`src/rtl/icap_pkg.sv`:
```
package icap_pkg;

  typedef enum logic [1:0] {
    EDGE_NONE = 2'b00,
    EDGE_RISE = 2'b01,
    EDGE_FALL = 2'b10,
    EDGE_ANY  = 2'b11
  } edge_kind_t;

  typedef enum logic [1:0] {
    RUN_FREE    = 2'b00,
    RUN_GATED   = 2'b01,
    RUN_TO_STOP = 2'b10,
    RUN_HOLD    = 2'b11
  } run_mode_t;

endpackage

```
`src/rtl/icap_pin_sync.sv`:
```
module icap_pin_sync #(
  parameter int NUM_PINS = 16,
  parameter int STAGES   = 2
) (
  input  logic                clk,
  input  logic                rst_n,
  input  logic [NUM_PINS-1:0] pins_in,
  output logic [NUM_PINS-1:0] rise,
  output logic [NUM_PINS-1:0] fall
);

  localparam int TOP = STAGES - 1;

  generate
    for (genvar i = 0; i < NUM_PINS; i++) begin : g_pin
      logic [STAGES-1:0] chain;
      logic              last;

      always_ff @(posedge clk or negedge rst_n) begin
        if (!rst_n) begin
          chain <= '0;
          last  <= 1'b0;
        end else begin
          chain <= {chain[STAGES-2:0], pins_in[i]};
          last  <= chain[TOP];
        end
      end

      assign rise[i] = chain[TOP] & ~last;
      assign fall[i] = ~chain[TOP] & last;

      // a detected rising edge reflects the pin value STAGES edges back
      assert_rise_src_R2: assert property (@(posedge clk) disable iff (!rst_n)
        rise[i] |-> $past(pins_in[i], STAGES));
    end
  endgenerate

endmodule

```
`src/rtl/icap_event_sel.sv`:
```
module icap_event_sel
  import icap_pkg::*;
#(
  parameter int NUM_PINS = 16,
  parameter int SEL_W    = 4
) (
  input  logic [NUM_PINS-1:0] rise,
  input  logic [NUM_PINS-1:0] fall,
  input  logic [SEL_W-1:0]    sel,
  input  edge_kind_t          kind,
  output logic                hit
);

  logic r_sel;
  logic f_sel;

  always_comb begin
    r_sel = rise[sel];
    f_sel = fall[sel];
    case (kind)
      EDGE_RISE: hit = r_sel;
      EDGE_FALL: hit = f_sel;
      EDGE_ANY:  hit = r_sel | f_sel;
      default:   hit = 1'b0;
    endcase
  end

endmodule

```
`src/rtl/icap_counter.sv`:
```
module icap_counter
  import icap_pkg::*;
#(
  parameter int CNT_W  = 16,
  parameter int NUM_CH = 2
) (
  input  logic              clk,
  input  logic              rst_n,
  input  logic              tick,
  input  run_mode_t         mode,
  input  logic              sw_clear,
  input  logic              sw_start,
  input  logic [NUM_CH-1:0] gate_en,
  input  logic [NUM_CH-1:0] start_hit,
  input  logic [NUM_CH-1:0] stop_hit,
  input  logic              ovf_ack,
  output logic [CNT_W-1:0]  count,
  output logic              ovf_flag
);

  localparam logic [CNT_W-1:0] CNT_MAX = '1;

  logic run;
  logic run_n;
  logic gate_start;
  logic gate_stop;
  logic advance;
  logic wrap;

  assign gate_start = |(start_hit & gate_en);
  assign gate_stop  = |(stop_hit & gate_en);

  always_comb begin
    run_n = run;
    case (mode)
      RUN_GATED: begin
        if (gate_stop)                    run_n = 1'b0;
        else if (gate_start || sw_start)  run_n = 1'b1;
      end
      RUN_TO_STOP: begin
        if (gate_stop)      run_n = 1'b0;
        else if (sw_start)  run_n = 1'b1;
      end
      default: begin
        if (sw_start) run_n = 1'b1;
      end
    endcase
  end

  always_comb begin
    case (mode)
      RUN_FREE:               advance = tick;
      RUN_GATED, RUN_TO_STOP: advance = tick & run;
      default:                advance = 1'b0;
    endcase
  end

  assign wrap = advance & ~sw_clear & (count == CNT_MAX);

  always_ff @(posedge clk or negedge rst_n) begin
    if (!rst_n) begin
      run      <= 1'b0;
      count    <= '0;
      ovf_flag <= 1'b0;
    end else begin
      run <= run_n;
      if (sw_clear)     count <= '0;
      else if (advance) count <= count + 1'b1;
      ovf_flag <= wrap | (ovf_flag & ~ovf_ack);
    end
  end

  assert_hold_R8: assert property (@(posedge clk) disable iff (!rst_n)
    (mode == RUN_HOLD && !sw_clear) |=> $stable(count));

  assert_no_tick_R5: assert property (@(posedge clk) disable iff (!rst_n)
    (!tick && !sw_clear) |=> $stable(count));

  assert_free_step_R5: assert property (@(posedge clk) disable iff (!rst_n)
    (mode == RUN_FREE && tick && !sw_clear) |=> count == CNT_W'($past(count) + 1'b1));

  assert_clear_R11: assert property (@(posedge clk) disable iff (!rst_n)
    sw_clear |=> count == '0);

  assert_wrap_flag_R10: assert property (@(posedge clk) disable iff (!rst_n)
    (count == CNT_MAX && !sw_clear) |=> (count != '0 || ovf_flag));

endmodule

```
`src/rtl/icap_cap_slot.sv`:
```
module icap_cap_slot #(
  parameter int CNT_W = 16
) (
  input  logic             clk,
  input  logic             rst_n,
  input  logic [CNT_W-1:0] count,
  input  logic             hit,
  input  logic             ack,
  output logic [CNT_W-1:0] cap,
  output logic             flag
);

  logic load;

  assign load = hit & (~flag | ack);

  always_ff @(posedge clk or negedge rst_n) begin
    if (!rst_n) begin
      cap  <= '0;
      flag <= 1'b0;
    end else begin
      if (load) cap <= count;
      flag <= hit | (flag & ~ack);
    end
  end

  assert_keep_cap_R9: assert property (@(posedge clk) disable iff (!rst_n)
    (flag && !ack) |=> $stable(cap));

  assert_sticky_R9: assert property (@(posedge clk) disable iff (!rst_n)
    (flag && !ack) |=> flag);

  assert_take_R9: assert property (@(posedge clk) disable iff (!rst_n)
    (hit && !flag) |=> (flag && cap == $past(count)));

endmodule

```
`src/rtl/icap_timer.sv`:
```
module icap_timer
  import icap_pkg::*;
#(
  parameter int NUM_PINS = 16,
  parameter int NUM_CH   = 2,
  parameter int CNT_W    = 16,
  parameter int STAGES   = 2,
  localparam int SEL_W   = $clog2(NUM_PINS)
) (
  input  logic                      clk,
  input  logic                      rst_n,
  input  logic                      tick,
  input  logic [NUM_PINS-1:0]       pins_in,
  input  logic [1:0]                run_mode,
  input  logic                      sw_clear,
  input  logic                      sw_start,
  input  logic [NUM_CH-1:0]         gate_en,
  input  logic [NUM_CH*SEL_W-1:0]   start_sel,
  input  logic [NUM_CH*2-1:0]       start_edge,
  input  logic [NUM_CH*SEL_W-1:0]   stop_sel,
  input  logic [NUM_CH*2-1:0]       stop_edge,
  input  logic [NUM_CH-1:0]         start_ie,
  input  logic [NUM_CH-1:0]         stop_ie,
  input  logic                      ovf_ie,
  input  logic [NUM_CH-1:0]         start_ack,
  input  logic [NUM_CH-1:0]         stop_ack,
  input  logic                      ovf_ack,
  output logic [CNT_W-1:0]          count,
  output logic [NUM_CH*CNT_W-1:0]   start_cap,
  output logic [NUM_CH*CNT_W-1:0]   stop_cap,
  output logic [NUM_CH-1:0]         start_flag,
  output logic [NUM_CH-1:0]         stop_flag,
  output logic                      ovf_flag,
  output logic                      irq
);

  logic [NUM_PINS-1:0] rise;
  logic [NUM_PINS-1:0] fall;
  logic [NUM_CH-1:0]   start_hit;
  logic [NUM_CH-1:0]   stop_hit;

  icap_pin_sync #(.NUM_PINS(NUM_PINS), .STAGES(STAGES)) u_sync (
    .clk     (clk),
    .rst_n   (rst_n),
    .pins_in (pins_in),
    .rise    (rise),
    .fall    (fall)
  );

  generate
    for (genvar c = 0; c < NUM_CH; c++) begin : g_ch
      icap_event_sel #(.NUM_PINS(NUM_PINS), .SEL_W(SEL_W)) u_start_sel (
        .rise (rise),
        .fall (fall),
        .sel  (start_sel[c*SEL_W +: SEL_W]),
        .kind (edge_kind_t'(start_edge[c*2 +: 2])),
        .hit  (start_hit[c])
      );

      icap_event_sel #(.NUM_PINS(NUM_PINS), .SEL_W(SEL_W)) u_stop_sel (
        .rise (rise),
        .fall (fall),
        .sel  (stop_sel[c*SEL_W +: SEL_W]),
        .kind (edge_kind_t'(stop_edge[c*2 +: 2])),
        .hit  (stop_hit[c])
      );

      icap_cap_slot #(.CNT_W(CNT_W)) u_start_slot (
        .clk   (clk),
        .rst_n (rst_n),
        .count (count),
        .hit   (start_hit[c]),
        .ack   (start_ack[c]),
        .cap   (start_cap[c*CNT_W +: CNT_W]),
        .flag  (start_flag[c])
      );

      icap_cap_slot #(.CNT_W(CNT_W)) u_stop_slot (
        .clk   (clk),
        .rst_n (rst_n),
        .count (count),
        .hit   (stop_hit[c]),
        .ack   (stop_ack[c]),
        .cap   (stop_cap[c*CNT_W +: CNT_W]),
        .flag  (stop_flag[c])
      );
    end
  endgenerate

  icap_counter #(.CNT_W(CNT_W), .NUM_CH(NUM_CH)) u_counter (
    .clk       (clk),
    .rst_n     (rst_n),
    .tick      (tick),
    .mode      (run_mode_t'(run_mode)),
    .sw_clear  (sw_clear),
    .sw_start  (sw_start),
    .gate_en   (gate_en),
    .start_hit (start_hit),
    .stop_hit  (stop_hit),
    .ovf_ack   (ovf_ack),
    .count     (count),
    .ovf_flag  (ovf_flag)
  );

  assign irq = (|(start_flag & start_ie)) | (|(stop_flag & stop_ie)) | (ovf_flag & ovf_ie);

  // no flag set means no interrupt
  assert_irq_quiet_R12: assert property (@(posedge clk) disable iff (!rst_n)
    (start_flag == '0 && stop_flag == '0 && !ovf_flag) |-> !irq);

endmodule

```
`config.mk`:
```
export PLATFORM = sky130hd
export DESIGN_NAME = icap_timer
export DESIGN_NICKNAME = d
export VERILOG_FILES = /design/src/rtl/icap_pkg.sv /design/src/rtl/icap_pin_sync.sv /design/src/rtl/icap_event_sel.sv /design/src/rtl/icap_counter.sv /design/src/rtl/icap_cap_slot.sv /design/src/rtl/icap_timer.sv
export SDC_FILE = /design/constraint.sdc
export NUM_CORES = 1
export LEC_CHECK = 0
export CAP_MARGIN = 30
export CORE_MARGIN = 2
export CORE_UTILIZATION = 40
export DETAILED_ROUTE_END_ITERATION = 6
export HOLD_SLACK_MARGIN = 0.12
export PLACE_DENSITY_LB_ADDON = 0.08
export SLEW_MARGIN = 15
export SYNTH_ARGS = -nofsm -noshare
export SYNTH_HDL_FRONTEND = slang
export SYNTH_SLANG_ARGS = --single-unit
```
`constraint.sdc`:
```
create_clock -name clk -period 2.8 [get_ports clk]
set_clock_uncertainty 0.05 [all_clocks]
set_input_delay 0.28 -clock clk [delete_from_list [all_inputs] [get_ports clk]]
set_output_delay 0.28 -clock clk [all_outputs]
set_load 0.01 [all_outputs]
```
==> results.cfg, run 1 <==
[yosys]
postSynthCellCount = 443
avgSynthCellArea_um2 = 13.9
synth_edf_count = 0
synth_nets = 507
synth_cell_types = 56
muxShareOfSynthArea_pct = 23.5
ys_seq_area_share_pct = 54.3
synth_compound_area_share_pct = 5.33
ys_async_sr_fraction_pct = 100
synth_top_family_by_area = multiplexers
yosysWarningCount = 0
synth-main-ff-cell = dfrtp_1
syn_area_um2 = 6170
yosys.area_share.simple_pct = 11.1
synth-seq-cells = 134
synth_fa_ha_area_share_pct = 1.01
synth_xor_xnor_area_share_pct = 1.99

[floorplan]
die_h_um = 128
design.die.area_um2 = 16400
ios = 145
start_util_pct = 40.8
fp.dieW_um = 128
rows = 45
core_area_um2 = 15100

[clocking]
root_buffer = clkbuf_16
clockBufferDepth = 2
cts_num_sinks = 134
path_clk_slew_ns = 0.06
cts_made_buffers = 17
cts_tree = done
h-tree-depth = 4
clock_latency_ns = 0.42
cts_resized = 0

[grt]
grt_pass1_wl_mm = 25.0
met1_usage_pct = 29.4
met3_usage_pct = 5.51
track_usage_pct = 20.4
antenna_found_initial = 0
grt_max_degree = 75
gr-total-overflow = 0
grt_pass1_vias = 4463
grt_busiest_layer = met2
grt.met2_usage_pct = 29.9

[critical_path]
path_class = register to register
startpoint_type = register
cp_max_fo = 16
worstPathRequired_ns = 3.05
crit_path_max_incr_delay_ns = 0.52
endpoint_kind = register
cp.arrival_ns = 2.91
worstPathCellList = and2b_1 > mux4_1 > mux4_2 > a22oi_4 > a21oi_4 > mux2_4
slowest_stage = mux4_2

[placed_design]
place_ws_ns = -0.132
hpwl_mm = 11.4
gp_congestion = 0.914
portBuffers = 144

[detailed_routing]
drt_pass1_iterations = 4
drc = 0
postRouteAntennaNets = 0
post_drt_wl_per_cell_um = 19.1
route.final.wire_length_mm = 15.6
avgViaCountPerCell = 5.17
num_vias = 4218
drtIter0Drc = 266

[pwr]
vdd_drop_max_mv = 0.469
power_density_nw_per_um2 = 578
p_leak_nw = 3.83

[finish]
diodes = 0
drive_gt1_share_pct = 26.0
syn_to_final_growth_pct = 40.0
post-route-util_pct = 57.0
fin_nets = 679
fill_cells = 1247

[job]
cap_violations = 0

[sta]
finalCritPeriodShare_pct = 95.0
hold_viol = 0
slew_viol_final = 0
fin_crit_ns = 2.66
timing.fmax_mhz = 376
finalSetupTns_ns = 0
setup_viol = 0
relSlewSlack_pct = 50.7
worst_slack_ns = 0.139
worstMarginPinSlew_ns = 0.737
fin_hold_ws_ns = 0.246
rsz0062_at_grt = no

[worst_hold_path]
min_path_type = input pin to register

[outcome]
status = completed
[metal layers]
layer / up-vias / wire length [um]
met4: 0 / 190
met1: 2110 / 7350
met3: 14 / 984
met2: 135 / 7070
met5: - / 0
li1: 1959 / -
[area by class of cell]
cell class	count	area (um2)	share of cell area, %
well taps	188	235	2.72
multi-input cells	276	2650	30.7
clock inverters	15	185	2.14
inverters	9	33.8	0.391
flip-flops and latches	134	3350	38.8
clock buffers	17	425	4.92
repair buffers	177	1760	20.3
[report_power, final]
group	switching (mW)	internal (mW)
sequential	0.0468	2.00
combinational	0.301	0.362
clock	0.927	1.35
total	1.27	3.72
[what timing repair did]
item,4_1_cts,5_1_grt
endpoints found under the hold margin,71,0
buffers inserted,0,0
hold buffers,1,0
[kinds of logic after synthesis]
family	Yosys count
and+or+nand+nor	122
AOI/OAI and AO/OA	38
DFF	134
adders and majority gates	5
muxes	97
xor gates and xnor gates	14
buffers and inverters	33
[worst max-delay path: cells and delay by family (launching register included)]
kind             cells  cell delay (ns)
flip-flops           1             0.43
multiplexers         3             1.39
AND/OR/NAND/NOR      1             0.23
AO/OA/AOI/OAI        2             0.45
[cells in the mapped netlist, types with 8 or more instances]
cell | count | area share [%]
dfrtp_1 | 134 | 54
mux2_2 | 55 | 10
nor2b_1 | 29 | 2.9
mux4_2 | 26 | 9.5
nor2_1 | 22 | 1.3
nand2_1 | 17 | 1.0
nor3b_1 | 13 | 1.6
mux2_4 | 10 | 2.4
nand2b_1 | 9 | 0.91
clkbuf_1 | 8 | 0.49
inv_1 | 8 | 0.49
xor2_1 | 8 | 1.1
[state kept, by name (all words and copies together), names as in the netlist]
signal                  flops
g_ch.u_start_slot.cap      32
g_ch.u_stop_slot.flag       2
u_counter.run               1
u_sync.g_pin.chain         32
u_counter.count            16
g_ch.u_start_slot.flag      2
u_sync.g_pin.last          16
g_ch.u_stop_slot.cap       32
u_counter.ovf_flag          1
[per-stage QoR]
step           total power, mW  instance area [um2]  cells
4_1_cts                   5.06                 8640    816
3_3_place_gp              2.75                 8020    783
2_1_floorplan             2.42                 6170    443
5_1_grt                   5.20                 8640    816
6_report                  4.99                 8640    816
3_5_place_dp              2.75                 8020    783
[layout by cell type (no fill, tap or decap), types with 3 or more instances in the layout]
master,netlist,layout
nor2_1,22,22
inv_6,0,7
o21ai_0,5,5
buf_12,0,5
mux2_4,10,10
a211oi_1,5,5
nand3_1,5,5
xnor2_1,6,6
dfrtp_1,134,134
mux2_2,55,55
a211o_1,4,4
ha_1,5,5
mux4_2,26,26
a2111oi_0,5,5
nand4_1,5,5
nor3_1,3,3
and3_1,3,3
nor2b_1,29,29
clkbuf_16,0,17
clkdlybuf4s50_1,0,143
and2b_1,5,5
nand2b_1,9,9
mux2i_1,4,4
a21oi_1,3,3
nand2_1,17,17
xor2_1,8,8
nor3b_1,13,13
inv_1,8,8
buf_4,7,27
[final timing paths]
| path | start | depth (start not counted) | endpoint | slack, ns |
|---|---|---|---|---|
| setup / recovery | u_sync.g_pin[4].chain[1] | 6 | g_ch[0].u_stop_slot.cap[9] | 0.14 |
| hold / removal | pins_in[3] | 1 | u_sync.g_pin[3].chain[0] | 0.25 |
| setup reg to reg | u_sync.g_pin[4].chain[1] | 6 | g_ch[0].u_stop_slot.cap[9] | 0.14 |
| hold reg to reg | u_sync.g_pin[7].chain[0] | 0 | u_sync.g_pin[7].chain[1] | 0.30 |
| max in group asynchronous | rst_n | 3 | u_sync.g_pin[11].chain[1] | 1.53 |
| min in group asynchronous | rst_n | 2 | u_sync.g_pin[15].chain[0] | 0.38 |
No activity file was read; power rests on OpenSTA's default activity.
==> run 2: changes to the inputs <==
==> constraint.sdc (replaced) <==
create_clock -name clk -period 2.42 [get_ports clk]
set_clock_uncertainty 0.05 [all_clocks]
set_input_delay 0.242 -clock clk [delete_from_list [all_inputs] [get_ports clk]]
set_output_delay 0.242 -clock clk [all_outputs]
set_load 0.01 [all_outputs]
==> run 2 against run 1 <==
The run now ends with negative setup slack left. Utilization up 5.1 points. Die area unchanged. Sequential share of layout area down 3.2 points. Combinational power up 47%. Worst setup slack worse by 0.32 ns. Worst hold slack worse by 0.041 ns. Cell count up 7.4%. Clock power up 12%. Largest cell class unchanged.
==> results.cfg, run 2 (same netlist as run 1, synthesis figures left out) <==
[outcome]
status = complete, but fails checks
violations = negative setup slack

[sta]
setup_viol = 64
rsz0062_at_grt = yes
worst_slack_ns = -0.181
worstMarginPinSlew_ns = 0.445
finalCritPeriodShare_pct = 107
fin_crit_ns = 2.60
slew_viol_final = 0
fin_hold_ws_ns = 0.205
hold_viol = 0
timing.fmax_mhz = 385
relSlewSlack_pct = 70.3

[worst_hold_path]
whs_path_depth = 1
hold_path_end = u_sync.g_pin[1].chain[0]
min_path_type = input pin to register
min_from = pins_in[1]

[critical_path]
r2r_slack_ns = -0.18
cp.arrival_ns = 2.85
r2r-end = g_ch[0].u_stop_slot.cap[7]
reg2regPathDepth = 7
critPathTopFamily = multiplexers
slowest_stage = mux4_2
crit_buf_inv = 1
crit_path_frequent_cell = mux4_2
crit_path_max_incr_delay_ns = 0.50
worstPathCellList = and2b_2 > mux4_2 > mux4_2 > a22oi_4 > buf_12 > a21oi_4 > mux2_4
worstReg2RegStart = u_sync.g_pin[0].last
startpoint_type = register
cp_max_fo = 8
path_class = register to register
worstPathRequired_ns = 2.67
endpoint_kind = register

[clocking]
cts_made_buffers = 17
h-tree-depth = 4
path_clk_slew_ns = 0.06
root_buffer = clkbuf_16
clockBufferDepth = 2
clock_latency_ns = 0.42
cts_num_sinks = 134
cts_tree = done

[placed_design]
hpwl_mm = 12.2
place_ws_ns = -0.567
portBuffers = 144
placed_area_um2 = 8360
gp_congestion = 0.916

[finish]
fill_cells = 1212
mostFrequentLayoutCells = clkdlybuf4s50_1 (142), dfrtp_1 (134), buf_4 (76)
diodes = 0
post-route-util_pct = 62.2
fin_area_um2 = 9420
fin_nets = 739
layout_commonest_cell = clkdlybuf4s50_1
syn_to_final_growth_pct = 52.5
drive_gt1_share_pct = 35.5
reg_top3 = g_ch.u_start_slot.cap: 32 flops, g_ch.u_stop_slot.cap: 32 flops, u_sync.g_pin.chain: 32 flops

[detailed_routing]
num_vias = 4574
drt_pass1_iterations = 4
postRouteAntennaNets = 0
drc = 0
route.final.wire_length_mm = 17.9
drtIter0Drc = 233
avgViaCountPerCell = 5.22
post_drt_wl_per_cell_um = 20.4

[grt]
gr-total-overflow = 0
antenna_found_initial = 0
grt_max_degree = 58
grt_pass1_vias = 4885
grt_pass1_wl_mm = 28.0
track_usage_pct = 23.0

[floorplan]
core_area_um2 = 15100
die_h_um = 128
ios = 145
start_util_pct = 40.8
design.die.area_um2 = 16400
fp.dieW_um = 128
rows = 45

[pwr]
vdd_drop_max_mv = 0.531
power_density_nw_per_um2 = 627
p_leak_nw = 4.28
power_mw = 5.90

[job]
cap_violations = 0
==> run 2: per-layer routing <==
layer | GRT usage [%] | share of wire [%] | vias to the layer above
met5 | 0 | 0 | -
met4 | 8.86 | 1.6 | 0
met3 | 5.18 | 7.3 | 20
met2 | 31.9 | 43 | 166
met1 | 35.0 | 48 | 2312
li1 | - | - | 2076
==> run 2: layout make-up <==
type | instances | area, um2 | area share [%]
tap | 188 | 235 | 2.50
inverter | 9 | 36.3 | 0.385
clock inverter | 13 | 135 | 1.44
clock buffer | 19 | 453 | 4.81
timing repair buffer | 236 | 2280 | 24.2
sequential | 134 | 3350 | 35.6
multi-input combinational | 277 | 2920 | 31.0
==> run 2: how the worst max path moves through the flow <==
stage                        startpoint                      endpoint  slack (ns)  cells after the start
6_report           u_sync.g_pin[0].last    g_ch[0].u_stop_slot.cap[7]       -0.18                      7
3_3_place_gp               start_sel[6]  g_ch[1].u_start_slot.cap[10]       -0.50                      9
4_1_cts        u_sync.g_pin[2].chain[1]    g_ch[0].u_stop_slot.cap[9]       -0.20                      7
3_5_place_dp               start_sel[6]  g_ch[1].u_start_slot.cap[12]       -0.57                      9
5_1_grt            u_sync.g_pin[6].last    g_ch[0].u_stop_slot.cap[8]       -0.22                      7
2_1_floorplan  u_sync.g_pin[4].chain[1]   g_ch[1].u_stop_slot.cap[10]       0.008                      8
==> run 2: stage by stage <==
step / setup TNS [ns] / std cells
3_5_place_dp: -30.54 / 827
6_report: -6.64 / 876
3_3_place_gp: -27.51 / 827
4_1_cts: -8.28 / 879
5_1_grt: -10.68 / 876
2_1_floorplan: 0 / 443
==> run 2: report_power, final <==
part	switching (mW)	leakage [nW]	internal (mW)
clock network	1.05	0.277	1.50
logic	0.431	2.26	0.542
registers	0.0646	1.75	2.32
total	1.55	4.28	4.36
==> run 2: what timing repair did <==
item / CTS / global route
gates resized for setup: 63 / 23
hold buffers: 1 / 0
setup buffers: 15 / 2
gates cloned: 4 / 0
setup endpoints to repair: 64 / 65
pin swaps: 9 / 7
endpoints found under the hold margin: 90 / 0
==> run 3: changes to the inputs <==
--- a/config.mk
+++ b/config.mk
@@ -8,6 +8,7 @@
 export CAP_MARGIN = 30
 export CORE_MARGIN = 2
 export CORE_UTILIZATION = 40
+export CTS_CLUSTER_SIZE = 8
 export DETAILED_ROUTE_END_ITERATION = 6
 export HOLD_SLACK_MARGIN = 0.12
 export PLACE_DENSITY_LB_ADDON = 0.08
==> results of run 3 <==
The final DEF is identical to that of run 2; final timing and power are the same.
